`src/rtl/dmx_reload_pkg.sv`:
```
package dmx_reload_pkg;

    typedef enum logic [1:0] {
        M_CONT   = 2'd0,
        M_RELOAD = 2'd1,
        M_LLIST  = 2'd2,
        M_RSVD   = 2'd3
    } method_e;

    typedef struct packed {
        method_e src;
        method_e dst;
        method_e ctl;
    } methods_t;

    typedef enum logic [2:0] {
        S_IDLE   = 3'd0,
        S_RUN    = 3'd1,
        S_UPDATE = 3'd2,
        S_FETCH  = 3'd3,
        S_DONE   = 3'd4
    } seq_state_e;

    localparam int DESC_WORDS = 5;
    localparam int DI_SRC     = 0;
    localparam int DI_DST     = 1;
    localparam int DI_PTR     = 2;
    localparam int DI_CTL_LO  = 3;
    localparam int DI_CTL_HI  = 4;

    function automatic logic methods_legal(input methods_t m);
        return (m.src != M_RSVD) && (m.dst != M_RSVD) &&
               ((m.ctl == M_RELOAD) || (m.ctl == M_LLIST));
    endfunction

    function automatic logic uses_chain(input methods_t m);
        return (m.src == M_LLIST) || (m.dst == M_LLIST) || (m.ctl == M_LLIST);
    endfunction

endpackage

```
`src/rtl/dmx_seq_ctrl.sv`:
```
module dmx_seq_ctrl
    import dmx_reload_pkg::*;
#(
    parameter int NW = DESC_WORDS,
    localparam int IW = (NW > 1) ? $clog2(NW) : 1
) (
    input  logic          clk,
    input  logic          rst,
    input  logic          start_i,
    input  logic          legal_i,
    input  logic          blk_done_i,
    input  logic          last_blk_i,
    input  logic          chain_i,
    input  logic          ptr_zero_i,
    input  logic          fetch_vld_i,
    output logic          load_o,
    output logic          capture_o,
    output logic          fetch_req_o,
    output logic          fetch_wr_o,
    output logic [IW-1:0] fetch_idx_o,
    output logic          apply_o,
    output logic          active_o,
    output logic          done_o,
    output logic          err_o
);

    seq_state_e    state_q, state_d;
    logic [IW-1:0] idx_q;
    logic          idle_like;
    logic          finish;
    logic          last_word;

    assign idle_like   = (state_q == S_IDLE) || (state_q == S_DONE);
    assign load_o      = idle_like && start_i && legal_i;
    assign capture_o   = (state_q == S_RUN) && blk_done_i;
    assign finish      = chain_i ? ptr_zero_i : last_blk_i;
    assign fetch_req_o = (state_q == S_FETCH);
    assign fetch_wr_o  = (state_q == S_FETCH) && fetch_vld_i;
    assign fetch_idx_o = idx_q;
    assign last_word   = (idx_q == IW'(NW - 1));
    assign apply_o     = (state_q == S_UPDATE);
    assign active_o    = (state_q == S_RUN);
    assign done_o      = (state_q == S_DONE);

    always_comb begin
        state_d = state_q;
        case (state_q)
            S_IDLE, S_DONE: if (start_i && legal_i) state_d = S_RUN;
            S_RUN: begin
                if (blk_done_i) begin
                    if (finish)       state_d = S_DONE;
                    else if (chain_i) state_d = S_FETCH;
                    else              state_d = S_UPDATE;
                end
            end
            S_FETCH:  if (fetch_vld_i && last_word) state_d = S_UPDATE;
            S_UPDATE: state_d = S_RUN;
            default:  state_d = S_IDLE;
        endcase
    end

    always_ff @(posedge clk) begin
        if (rst) begin
            state_q <= S_IDLE;
            idx_q   <= '0;
            err_o   <= 1'b0;
        end else begin
            state_q <= state_d;
            if (fetch_wr_o)
                idx_q <= last_word ? '0 : idx_q + 1'b1;
            if (idle_like && start_i)
                err_o <= !legal_i;
        end
    end

    // a rejected configuration never runs a block
    assert_err_blocks_run_R1: assert property (@(posedge clk) disable iff (rst)
        err_o |-> !active_o);

    // word index stays inside the descriptor
    assert_idx_in_range_R5: assert property (@(posedge clk) disable iff (rst)
        idx_q <= IW'(NW - 1));

    // a block is entered only from a finished update or from a start
    assert_run_after_update_R8: assert property (@(posedge clk) disable iff (rst)
        (state_q == S_FETCH) |=> (state_q == S_FETCH || state_q == S_UPDATE));

    // start has no effect while a block runs
    assert_start_ignored_R9: assert property (@(posedge clk) disable iff (rst)
        (state_q == S_RUN && !blk_done_i) |=> (state_q == S_RUN));

endmodule

```
`src/rtl/dmx_chan_regs.sv`:
```
module dmx_chan_regs
    import dmx_reload_pkg::*;
#(
    parameter int W  = 32,
    parameter int NW = DESC_WORDS,
    localparam int IW = (NW > 1) ? $clog2(NW) : 1
) (
    input  logic          clk,
    input  logic          rst,
    input  logic          load_i,
    input  methods_t      methods_i,
    input  logic [W-1:0]  init_src_i,
    input  logic [W-1:0]  init_dst_i,
    input  logic [2*W-1:0] init_ctl_i,
    input  logic [W-1:0]  init_ptr_i,
    input  logic          capture_i,
    input  logic [W-1:0]  src_end_i,
    input  logic [W-1:0]  dst_end_i,
    input  logic          fetch_wr_i,
    input  logic [IW-1:0] fetch_idx_i,
    input  logic [W-1:0]  fetch_data_i,
    input  logic          apply_i,
    output logic [W-1:0]  cur_src_o,
    output logic [W-1:0]  cur_dst_o,
    output logic [2*W-1:0] cur_ctl_o,
    output logic [W-1:0]  cur_ptr_o,
    output logic          chain_o,
    output logic          ptr_zero_o
);

    methods_t       methods_q;
    logic [W-1:0]   stg_q   [NW];
    logic [W-1:0]   addr_q  [2];
    logic [W-1:0]   addr0_q [2];
    logic [W-1:0]   end_q   [2];
    logic [W-1:0]   init_a  [2];
    logic [W-1:0]   end_a   [2];
    method_e        meth_a  [2];
    logic [2*W-1:0] ctl_q, ctl0_q;
    logic [W-1:0]   ptr_q;

    assign init_a[0] = init_src_i;
    assign init_a[1] = init_dst_i;
    assign end_a[0]  = src_end_i;
    assign end_a[1]  = dst_end_i;
    assign meth_a[0] = methods_q.src;
    assign meth_a[1] = methods_q.dst;

    always_ff @(posedge clk) begin
        if (rst)         methods_q <= '0;
        else if (load_i) methods_q <= methods_i;
    end

    for (genvar k = 0; k < NW; k++) begin : g_stage
        always_ff @(posedge clk) begin
            if (rst)
                stg_q[k] <= '0;
            else if (fetch_wr_i && fetch_idx_i == IW'(k))
                stg_q[k] <= fetch_data_i;
        end
    end

    for (genvar g = 0; g < 2; g++) begin : g_addr
        always_ff @(posedge clk) begin
            if (rst) begin
                addr_q[g]  <= '0;
                addr0_q[g] <= '0;
                end_q[g]   <= '0;
            end else if (load_i) begin
                addr_q[g]  <= init_a[g];
                addr0_q[g] <= init_a[g];
            end else begin
                if (capture_i)
                    end_q[g] <= end_a[g];
                if (apply_i) begin
                    case (meth_a[g])
                        M_CONT:   addr_q[g] <= end_q[g];
                        M_RELOAD: addr_q[g] <= addr0_q[g];
                        M_LLIST:  addr_q[g] <= stg_q[(g == 0) ? DI_SRC : DI_DST];
                        default:  addr_q[g] <= addr_q[g];
                    endcase
                end
            end
        end
    end

    always_ff @(posedge clk) begin
        if (rst) begin
            ctl_q  <= '0;
            ctl0_q <= '0;
            ptr_q  <= '0;
        end else if (load_i) begin
            ctl_q  <= init_ctl_i;
            ctl0_q <= init_ctl_i;
            ptr_q  <= init_ptr_i;
        end else if (apply_i) begin
            if (methods_q.ctl == M_LLIST)
                ctl_q <= {stg_q[DI_CTL_HI], stg_q[DI_CTL_LO]};
            else if (methods_q.ctl == M_RELOAD)
                ctl_q <= ctl0_q;
            if (chain_o)
                ptr_q <= stg_q[DI_PTR];
        end
    end

    assign cur_src_o  = addr_q[0];
    assign cur_dst_o  = addr_q[1];
    assign cur_ctl_o  = ctl_q;
    assign cur_ptr_o  = ptr_q;
    assign chain_o    = uses_chain(methods_q);
    assign ptr_zero_o = (ptr_q == '0);

    // pointer only moves when chaining or on a start
    assert_ptr_held_R6: assert property (@(posedge clk) disable iff (rst)
        (!load_i && !chain_o) |=> $stable(ptr_q));

    // reload restores the value saved at start
    assert_src_reload_R4: assert property (@(posedge clk) disable iff (rst)
        (apply_i && !load_i && methods_q.src == M_RELOAD) |=> (addr_q[0] == $past(addr0_q[0])));

    // contiguous continues from the captured end address
    assert_dst_cont_R3: assert property (@(posedge clk) disable iff (rst)
        (apply_i && !load_i && methods_q.dst == M_CONT) |=> (addr_q[1] == $past(end_q[1])));

endmodule

```
`src/rtl/dmx_reload_seq.sv`:
```
module dmx_reload_seq
    import dmx_reload_pkg::*;
#(
    parameter int W = 32
) (
    input  logic           clk,
    input  logic           rst,
    input  logic           start_i,
    input  logic [1:0]     src_method_i,
    input  logic [1:0]     dst_method_i,
    input  logic [1:0]     ctl_method_i,
    input  logic [W-1:0]   init_src_i,
    input  logic [W-1:0]   init_dst_i,
    input  logic [2*W-1:0] init_ctl_i,
    input  logic [W-1:0]   init_ptr_i,
    input  logic           blk_done_i,
    input  logic           last_blk_i,
    input  logic [W-1:0]   src_end_i,
    input  logic [W-1:0]   dst_end_i,
    output logic           fetch_req_o,
    output logic [W-1:0]   fetch_addr_o,
    input  logic           fetch_vld_i,
    input  logic [W-1:0]   fetch_data_i,
    output logic           blk_active_o,
    output logic           xfer_done_o,
    output logic           cfg_err_o,
    output logic [W-1:0]   cur_src_o,
    output logic [W-1:0]   cur_dst_o,
    output logic [2*W-1:0] cur_ctl_o,
    output logic [W-1:0]   cur_ptr_o
);

    localparam int NW       = DESC_WORDS;
    localparam int IW       = $clog2(NW);
    localparam int BYTE_SH  = $clog2(W / 8);

    methods_t      cfg_m;
    logic          legal;
    logic          load, capture, fetch_wr, apply;
    logic          chain, ptr_zero;
    logic [IW-1:0] fetch_idx;

    assign cfg_m = '{src: method_e'(src_method_i),
                     dst: method_e'(dst_method_i),
                     ctl: method_e'(ctl_method_i)};
    assign legal = methods_legal(cfg_m);

    dmx_seq_ctrl #(.NW(NW)) u_ctrl (
        .clk         (clk),
        .rst         (rst),
        .start_i     (start_i),
        .legal_i     (legal),
        .blk_done_i  (blk_done_i),
        .last_blk_i  (last_blk_i),
        .chain_i     (chain),
        .ptr_zero_i  (ptr_zero),
        .fetch_vld_i (fetch_vld_i),
        .load_o      (load),
        .capture_o   (capture),
        .fetch_req_o (fetch_req_o),
        .fetch_wr_o  (fetch_wr),
        .fetch_idx_o (fetch_idx),
        .apply_o     (apply),
        .active_o    (blk_active_o),
        .done_o      (xfer_done_o),
        .err_o       (cfg_err_o)
    );

    dmx_chan_regs #(.W(W), .NW(NW)) u_regs (
        .clk          (clk),
        .rst          (rst),
        .load_i       (load),
        .methods_i    (cfg_m),
        .init_src_i   (init_src_i),
        .init_dst_i   (init_dst_i),
        .init_ctl_i   (init_ctl_i),
        .init_ptr_i   (init_ptr_i),
        .capture_i    (capture),
        .src_end_i    (src_end_i),
        .dst_end_i    (dst_end_i),
        .fetch_wr_i   (fetch_wr),
        .fetch_idx_i  (fetch_idx),
        .fetch_data_i (fetch_data_i),
        .apply_i      (apply),
        .cur_src_o    (cur_src_o),
        .cur_dst_o    (cur_dst_o),
        .cur_ctl_o    (cur_ctl_o),
        .cur_ptr_o    (cur_ptr_o),
        .chain_o      (chain),
        .ptr_zero_o   (ptr_zero)
    );

    assign fetch_addr_o = cur_ptr_o + (W'(fetch_idx) << BYTE_SH);

    // no block runs while a descriptor read is outstanding
    assert_no_run_while_fetch_R8: assert property (@(posedge clk) disable iff (rst)
        fetch_req_o |-> !blk_active_o);

    // completion and activity are exclusive
    assert_done_excl_R7: assert property (@(posedge clk) disable iff (rst)
        $rose(xfer_done_o) |-> !blk_active_o && $past(blk_active_o));

endmodule

```
`config.mk`:
```
export PLATFORM = sky130hd
export DESIGN_NAME = dmx_reload_seq
export DESIGN_NICKNAME = d
export VERILOG_FILES = /design/src/rtl/dmx_reload_pkg.sv /design/src/rtl/dmx_seq_ctrl.sv /design/src/rtl/dmx_chan_regs.sv /design/src/rtl/dmx_reload_seq.sv
export SDC_FILE = /design/constraint.sdc
export NUM_CORES = 1
export LEC_CHECK = 0
export ABC_CLOCK_PERIOD_IN_PS = 4019
export BUFFER_PORTS_ARGS = -buffer_cell sky130_fd_sc_hd__buf_2
export CELL_PAD_IN_SITES_DETAIL_PLACEMENT = 0
export CELL_PAD_IN_SITES_GLOBAL_PLACEMENT = 1
export CORE_MARGIN = 10
export CORE_UTILIZATION = 43
export CTS_CLUSTER_DIAMETER = 40
export CTS_CLUSTER_SIZE = 40
export DETAILED_ROUTE_END_ITERATION = 7
export PLACE_DENSITY = 0.79
export RECOVER_POWER = 50
export REMOVE_ABC_BUFFERS = 1
export SLEW_MARGIN = 5
export SYNTH_ARGS = -nofsm -noshare
export SYNTH_HDL_FRONTEND = slang
export SYNTH_SLANG_ARGS = --single-unit
```
`constraint.sdc`:
```
create_clock -name clk -period 4.02 [get_ports clk]
set_input_delay 0.201 -clock clk [delete_from_list [all_inputs] [get_ports clk]]
set_output_delay 0.201 -clock clk [all_outputs]
set_load 0.05 [all_outputs]
```
### Word level (Yosys, flattened, before mapping)

Memory sizes are Yosys's and may differ from the RTL's.
Index checks and enable logic that the tools add are counted.

* output and inout bits: 196
* word-level logic and storage cells: 185
* memories: 4
* bits in registers: 173
* bits of input ports: 268
* RAM bits: 352

* multiplexer cells: 98
* add/subtract/negate cells: 2
* bitwise gates (word level): 19
* reductions and logical operators: 32
* equality and inequality tests: 21

Memory list
* u_regs.stg_q: words 5, width 32, read ports 5, clocked after memory_dff 0, write ports 5, line dmx_chan_regs.sv:32 `logic [W-1:0] stg_q [NW];`
* u_regs.addr0_q: words 2, width 32, read ports 2, clocked after memory_dff 0, write ports 2, line dmx_chan_regs.sv:34 `logic [W-1:0] addr0_q [2];`
* u_regs.addr_q: words 2, width 32, read ports 2, clocked after memory_dff 0, write ports 2, line dmx_chan_regs.sv:33 `logic [W-1:0] addr_q [2];`
* u_regs.end_q: words 2, width 32, read ports 2, clocked after memory_dff 0, write ports 2, line dmx_chan_regs.sv:35 `logic [W-1:0] end_q [2];`

Operators by type and width (count)
* $mux 32: 22
* $mux 64: 4
* $mux 1: 66
* $add 32x5->32: 1
* $logic_not 32->1: 1
* $or 1x1->1: 19
* $mux 3: 5
* $logic_and 1x1->1: 13
* $eq 3x2->1 const B: 4
* $pmux 3 s4: 1
* $eq 2x1->1 const B: 4
* $eq 2x2->1 const B: 4
* $eq 3x1->1 const B: 2
* $eq 3x3->1 const B: 2
* $logic_not 3->1: 2
* $ne 2x2->1 const B: 3
* $reduce_or 3->1: 2
* $logic_not 2->1: 2
* $logic_or 1x1->1: 4
* $ne 2x1->1 const B: 2
* $reduce_and 2->1: 2
* $reduce_bool 2->1: 2
* $add 3x1->3 const B: 1
* $reduce_and 3->1: 1
* other kinds (3): 3

### Logic depth before layout (Yosys ltp)

* depth after elaboration: 12
* gate-level depth with buffers: 9
* gate-level depth less buffers: 6

### Cells and area by module

A second synthesis with hierarchy kept.

* cells, all modules: 1953
* area total of the unflattened synthesis: 22447.8 um^2

By module, submodules not included
* dmx_chan_regs: times used 1, area each 21353.0 um^2, cells each 1811, sequential area each 13893.3 um^2
* dmx_reload_seq: times used 1, area each 688.2 um^2, cells each 99, sequential area each 0.0 um^2
* dmx_seq_ctrl: times used 1, area each 406.6 um^2, cells each 43, sequential area each 140.1 um^2

### Least setup slack after synthesis

OpenSTA, ideal clock, no wires.

* kind: register -> register
* start point: register u_ctrl.state_q[2]
* end point: memory u_regs.end_q[0][0] (enable)
* arrival: 3.319 ns
* clock period less this slack: 3.742 ns
* setup time: 0.424 ns
* cell stages (with the launch flop): 5
* slack: 0.278 ns
* path buffers: 1
* cell sequence: dfxtp_1 buf_2 nor3b_1 nand2_1 nand2_1

RTL lines
* from (decl): line dmx_seq_ctrl.sv:27 `seq_state_e state_q, state_d;`
* from (signal assigned): line dmx_seq_ctrl.sv:68 `state_q <= state_d;`
* to (decl): line dmx_chan_regs.sv:35

### Worst setup path in the final report

* start point: register u_ctrl.state_q[0]
* end point: register u_regs.ctl0_q[56]

* word-level cells in the longest chain between the ends: 4
* elaborated cells on any way between the ends: 5
* those cells by class: 1 x eq/ne; 4 x reduce/logical

Ends and longest elaborated chain
* $eq 3x3->1 / $logic_not 3->1 (equally long branches): line dmx_seq_ctrl.sv:33 `assign idle_like = (state_q == S_IDLE) || (state_q == S_DONE);`
* $logic_or 1x1->1 (*): line dmx_seq_ctrl.sv:33
* $logic_and 1x1->1 (*) (2 in series): line dmx_seq_ctrl.sv:34 `assign load_o = idle_like && start_i && legal_i;`
* to (signal assigned): line dmx_chan_regs.sv:94 `ctl0_q <= init_ctl_i;`
* to (decl): line dmx_chan_regs.sv:39 `logic [2*W-1:0] ctl_q, ctl0_q;`

Every way passes the cells marked *; elsewhere a longest branch is shown, timed or not.
A chain may end at the register's enable or synchronous reset.

==> flow_metrics.py <==
metrics = {
    "outcome": {
        "status": "complete, but fails checks",
        "violations": "max-capacitance violations, max-slew violations",
    },
    "timing": {
        "setup-violations-final": 0,
        "fin_ws_ns": 0.6238,
        "finClkSkew_ns": 0.02499,
        "maxSlewViolCount": 159,
        "rsz0062_at_grt": "no",
        "finalCriticalPeriod_ns": 3.396,
        "tightest_slew_ns": 2.378,
        "min_period_over_period": 0.8448,
        "final_hold_viol_count": 0,
        "slew_headroom": -0.5854,
        "max_freq_mhz": 294.4,
        "fin_setup_tns_ns": 0,
    },
    "critical_path": {
        "rr_endpoint": "u_regs.ctl0_q[56]$_SDFFE_PP0P_",
        "crit_slowest_cell": "clkbuf_4",
        "crit_chain": "nor3b_1 > and3_4 > clkbuf_4 > nand2_1 > a21oi_1",
        "cp_max_fo": 97,
        "path_buf_inv": 1,
        "crit_path_start_kind": "flop",
        "cp.required_ns": 4.54,
        "arrival_ns": 3.92,
        "reg2reg_slack_ns": 0.62,
        "reg2reg_depth": 5,
        "rr_startpoint": "u_ctrl.state_q[0]$_SDFFE_PP0P_",
        "critPathTopFamily": "simple AND/OR/NAND/NOR gates",
        "slowest_delay_ns": 0.94,
        "end_kind": "flop",
        "criticalPathCategory": "flop to flop",
    },
    "place": {
        "gp_congestion": 0.8121,
        "numPortBuffers": 463,
        "placed_area_um2": 25240,
        "dp_worst_setup_slack_ns": 1.054,
        "placed_cells": 3018,
        "dp_hpwl_mm": 52.10,
    },
    "synth": {
        "yosysTopAreaCellShare": 0.4712,
        "ys_async_sr_fraction": 0,
        "synth-seq-cells": 525,
        "synth_top_flop_cell": "edfxtp_1",
        "ys_top_cells_by_area": "edfxtp_1 (47%), dfxtp_1 (15%), nand2_1 (6.5%)",
        "synth-edff-count": 352,
        "synth_cell_types": 51,
        "syn_inst": 2011,
        "avgSynthCellArea_um2": 11.15,
        "synth_largest_area_cell": "edfxtp_1",
        "synth_area_um2": 22430,
        "yosys_warnings": 0,
        "yosysSeqAreaShare": 0.6256,
    },
    "power_and_ir_drop": {
        "p_per_area_nw_per_um2": 496.8,
        "vdd_drop_max_v": 0.0003340,
        "power.leakage_nw": 11.69,
    },
    "layout": {
        "area_growth_pct": 34.01,
        "seq_area_um2": 14030,
        "mostFrequentLayoutCells": "nand2_1 (384), edfxtp_1 (352), buf_2 (293)",
        "drive_gt1_frac": 0.1748,
        "multiInputGateArea_um2": 7730,
        "nNetsFinal": 2928,
        "fin_area_um2": 30060,
        "layout_commonest_cell": "nand2_1",
        "stdcell_count": 3410,
        "num-fill-cells": 4413,
    },
    "job": {
        "maxCapViolCount": 5,
    },
    "clock_network": {
        "htree_levels": 3,
        "cts_buffer_depth": 3,
        "cts_tree": "yes",
        "ctsHoldBuffers": 232,
        "cts_sinks": 525,
        "cts_made_buffers": 79,
        "cts_resized": 0,
        "path_clk_slew_ns": 0.05,
        "clk_latency_ns": 0.60,
        "cts_setup_buffers": 0,
        "clockRootBuffer": "clkbuf_16",
    },
    "min_path": {
        "hold_path.class": "input port to flop",
        "holdCritStartpoint": "last_blk_i",
        "min_path_cells": 4,
        "min_to": "u_ctrl.state_q[1]$_SDFFE_PP0P_",
    },
    "global_routing": {
        "grt.busiest_layer": "met2",
        "grtUsageMet2": 0.4143,
        "antenna_found_initial": 21,
        "grt_remaining_overflow": 0,
        "grt_use_met1": 0.3160,
        "grt_pass1_vias": 18953,
        "met3_usage": 0.05356,
        "grt_first_pass_wirelength_mm": 118.5,
        "grt_max_degree": 101,
        "grt_use_total": 0.2541,
    },
    "drt": {
        "vias": 18936,
        "post_drt_wl_per_cell_um": 23.93,
        "drtAntennaViolNets": 0,
        "firstDrtPassIters": 5,
        "drc_errors": 0,
        "drt-vias-per-instance": 5.553,
        "drt_iter0_markers": 1662,
        "drt_wl_total_mm": 81.60,
    },
    "floorplanning": {
        "start_util": 0.4355,
        "dieArea_um2": 61700,
        "die_y_um": 248.4,
        "die_w_um": 248.4,
        "core_area_um2": 51510,
        "row_count": 83,
        "ioPinCount": 464,
    },
}
[synthesized netlist by cell type (all sizes together) (4+ instances only)]
| cell | number |
|---|---|
| nand2 | 386 |
| edfxtp | 352 |
| a21oi | 198 |
| and2 | 194 |
| dfxtp | 173 |
| clkbuf | 141 |
| and3 | 102 |
| nor3 | 38 |
| a221o | 36 |
| o21ai | 34 |
| a22oi | 33 |
| a311oi | 33 |
| mux2i | 33 |
| o21bai | 32 |
| o22a | 32 |
| a311o | 29 |
| buf | 28 |
| xnor2 | 27 |
| nand3 | 18 |
| nor2 | 16 |
| nand4 | 15 |
| nor4 | 10 |
| ha | 8 |
| and4 | 5 |
| inv | 5 |
| nand2b | 5 |
| xor2 | 4 |
[how the worst max path moves through the flow]
stage | cells past startpoint | slack [ns] | endpoint | start
2_1_floorplan | 4 | -1.83 | u_regs.addr_q[0][0]$_DFFE_PP_ | u_ctrl.state_q[0]$_SDFFE_PP0P_
3_3_place_gp | 4 | 1.18 | u_regs.addr_q[1][27]$_SDFFCE_PN0P_ | u_ctrl.state_q[0]$_SDFFE_PP0P_
3_5_place_dp | 4 | 1.05 | u_regs.addr_q[1][16]$_SDFFCE_PN0P_ | u_ctrl.state_q[0]$_SDFFE_PP0P_
4_1_cts | 6 | 0.80 | fetch_addr_o[31] | u_ctrl.fetch_idx_o[2]$_SDFFE_PP0P_
5_1_grt | 5 | 0.47 | u_regs.ctl0_q[32]$_SDFFE_PP0P_ | u_ctrl.state_q[0]$_SDFFE_PP0P_
6_report | 5 | 0.62 | u_regs.ctl0_q[56]$_SDFFE_PP0P_ | u_ctrl.state_q[0]$_SDFFE_PP0P_
[power breakdown]
group | switching, W | internal, W | leakage [nW]
Clock | 0.00267 | 0.00438 | 1.33
Combinational | 0.00116 | 0.000490 | 5.29
Sequential | 0.000168 | 0.00606 | 5.07
[sequential cells by signal, indices dropped and copies added (netlist names)]
signal,cells
u_regs.methods_q,2
u_regs.addr_q,64
u_ctrl.fetch_idx_o,3
u_regs.end_q,64
u_regs.cur_ptr_o,32
u_ctrl.state_q,3
u_regs.cur_ctl_o,64
u_regs.stg_q,160
u_regs.meth_a,4
u_ctrl.err_o,1
u_regs.ctl0_q,64
u_regs.addr0_q,64
[layer usage]
metal | part of all wire | wire [um]
met3 | 0.079 | 6456
met2 | 0.49 | 39590
met1 | 0.39 | 31900
met5 | 0.00045 | 37
met4 | 0.044 | 3620
[final cells by class]
type                            count  area share
Sequential cell                   525      0.4669
Clock buffer                       99     0.07384
Multi-Input combinational cell   1311      0.2572
Timing Repair Buffer              728      0.1547
Tap cell                          680     0.02831
Inverter                            6   0.0007493
Clock inverter                     49     0.01740
Antenna cell                       12   0.0009990
[tightest hold or removal path: stages]
cell     delay (ns)
buf_2          0.09
nand4_1        0.08
o31ai_1        0.12
o22ai_1        0.10
[through the flow]
step / hold slack, ns / total power [W] / util
6_report: 0.05084 / 0.01493 / 0.5836
5_1_grt: 0.06573 / 0.01538 / 0.5831
4_1_cts: 0.02615 / 0.01504 / 0.5884
3_5_place_dp: 0.4424 / 0.007844 / 0.4901
3_3_place_gp: 0.4415 / 0.007814 / 0.4901
2_1_floorplan: 0.2701 / 0.007189 / -
[kinds of logic after synthesis]
group,share of synthesized area
XOR/XNOR,0.01210
AO/OA/AOI/OAI,0.1319
buffers and inverters,0.03330
adder cells (fa/ha/maj),0.005355
AND/OR/NAND/NOR,0.1770
multiplexers,0.01473
flip-flops,0.6256
(Power assumes the default switching activity.)
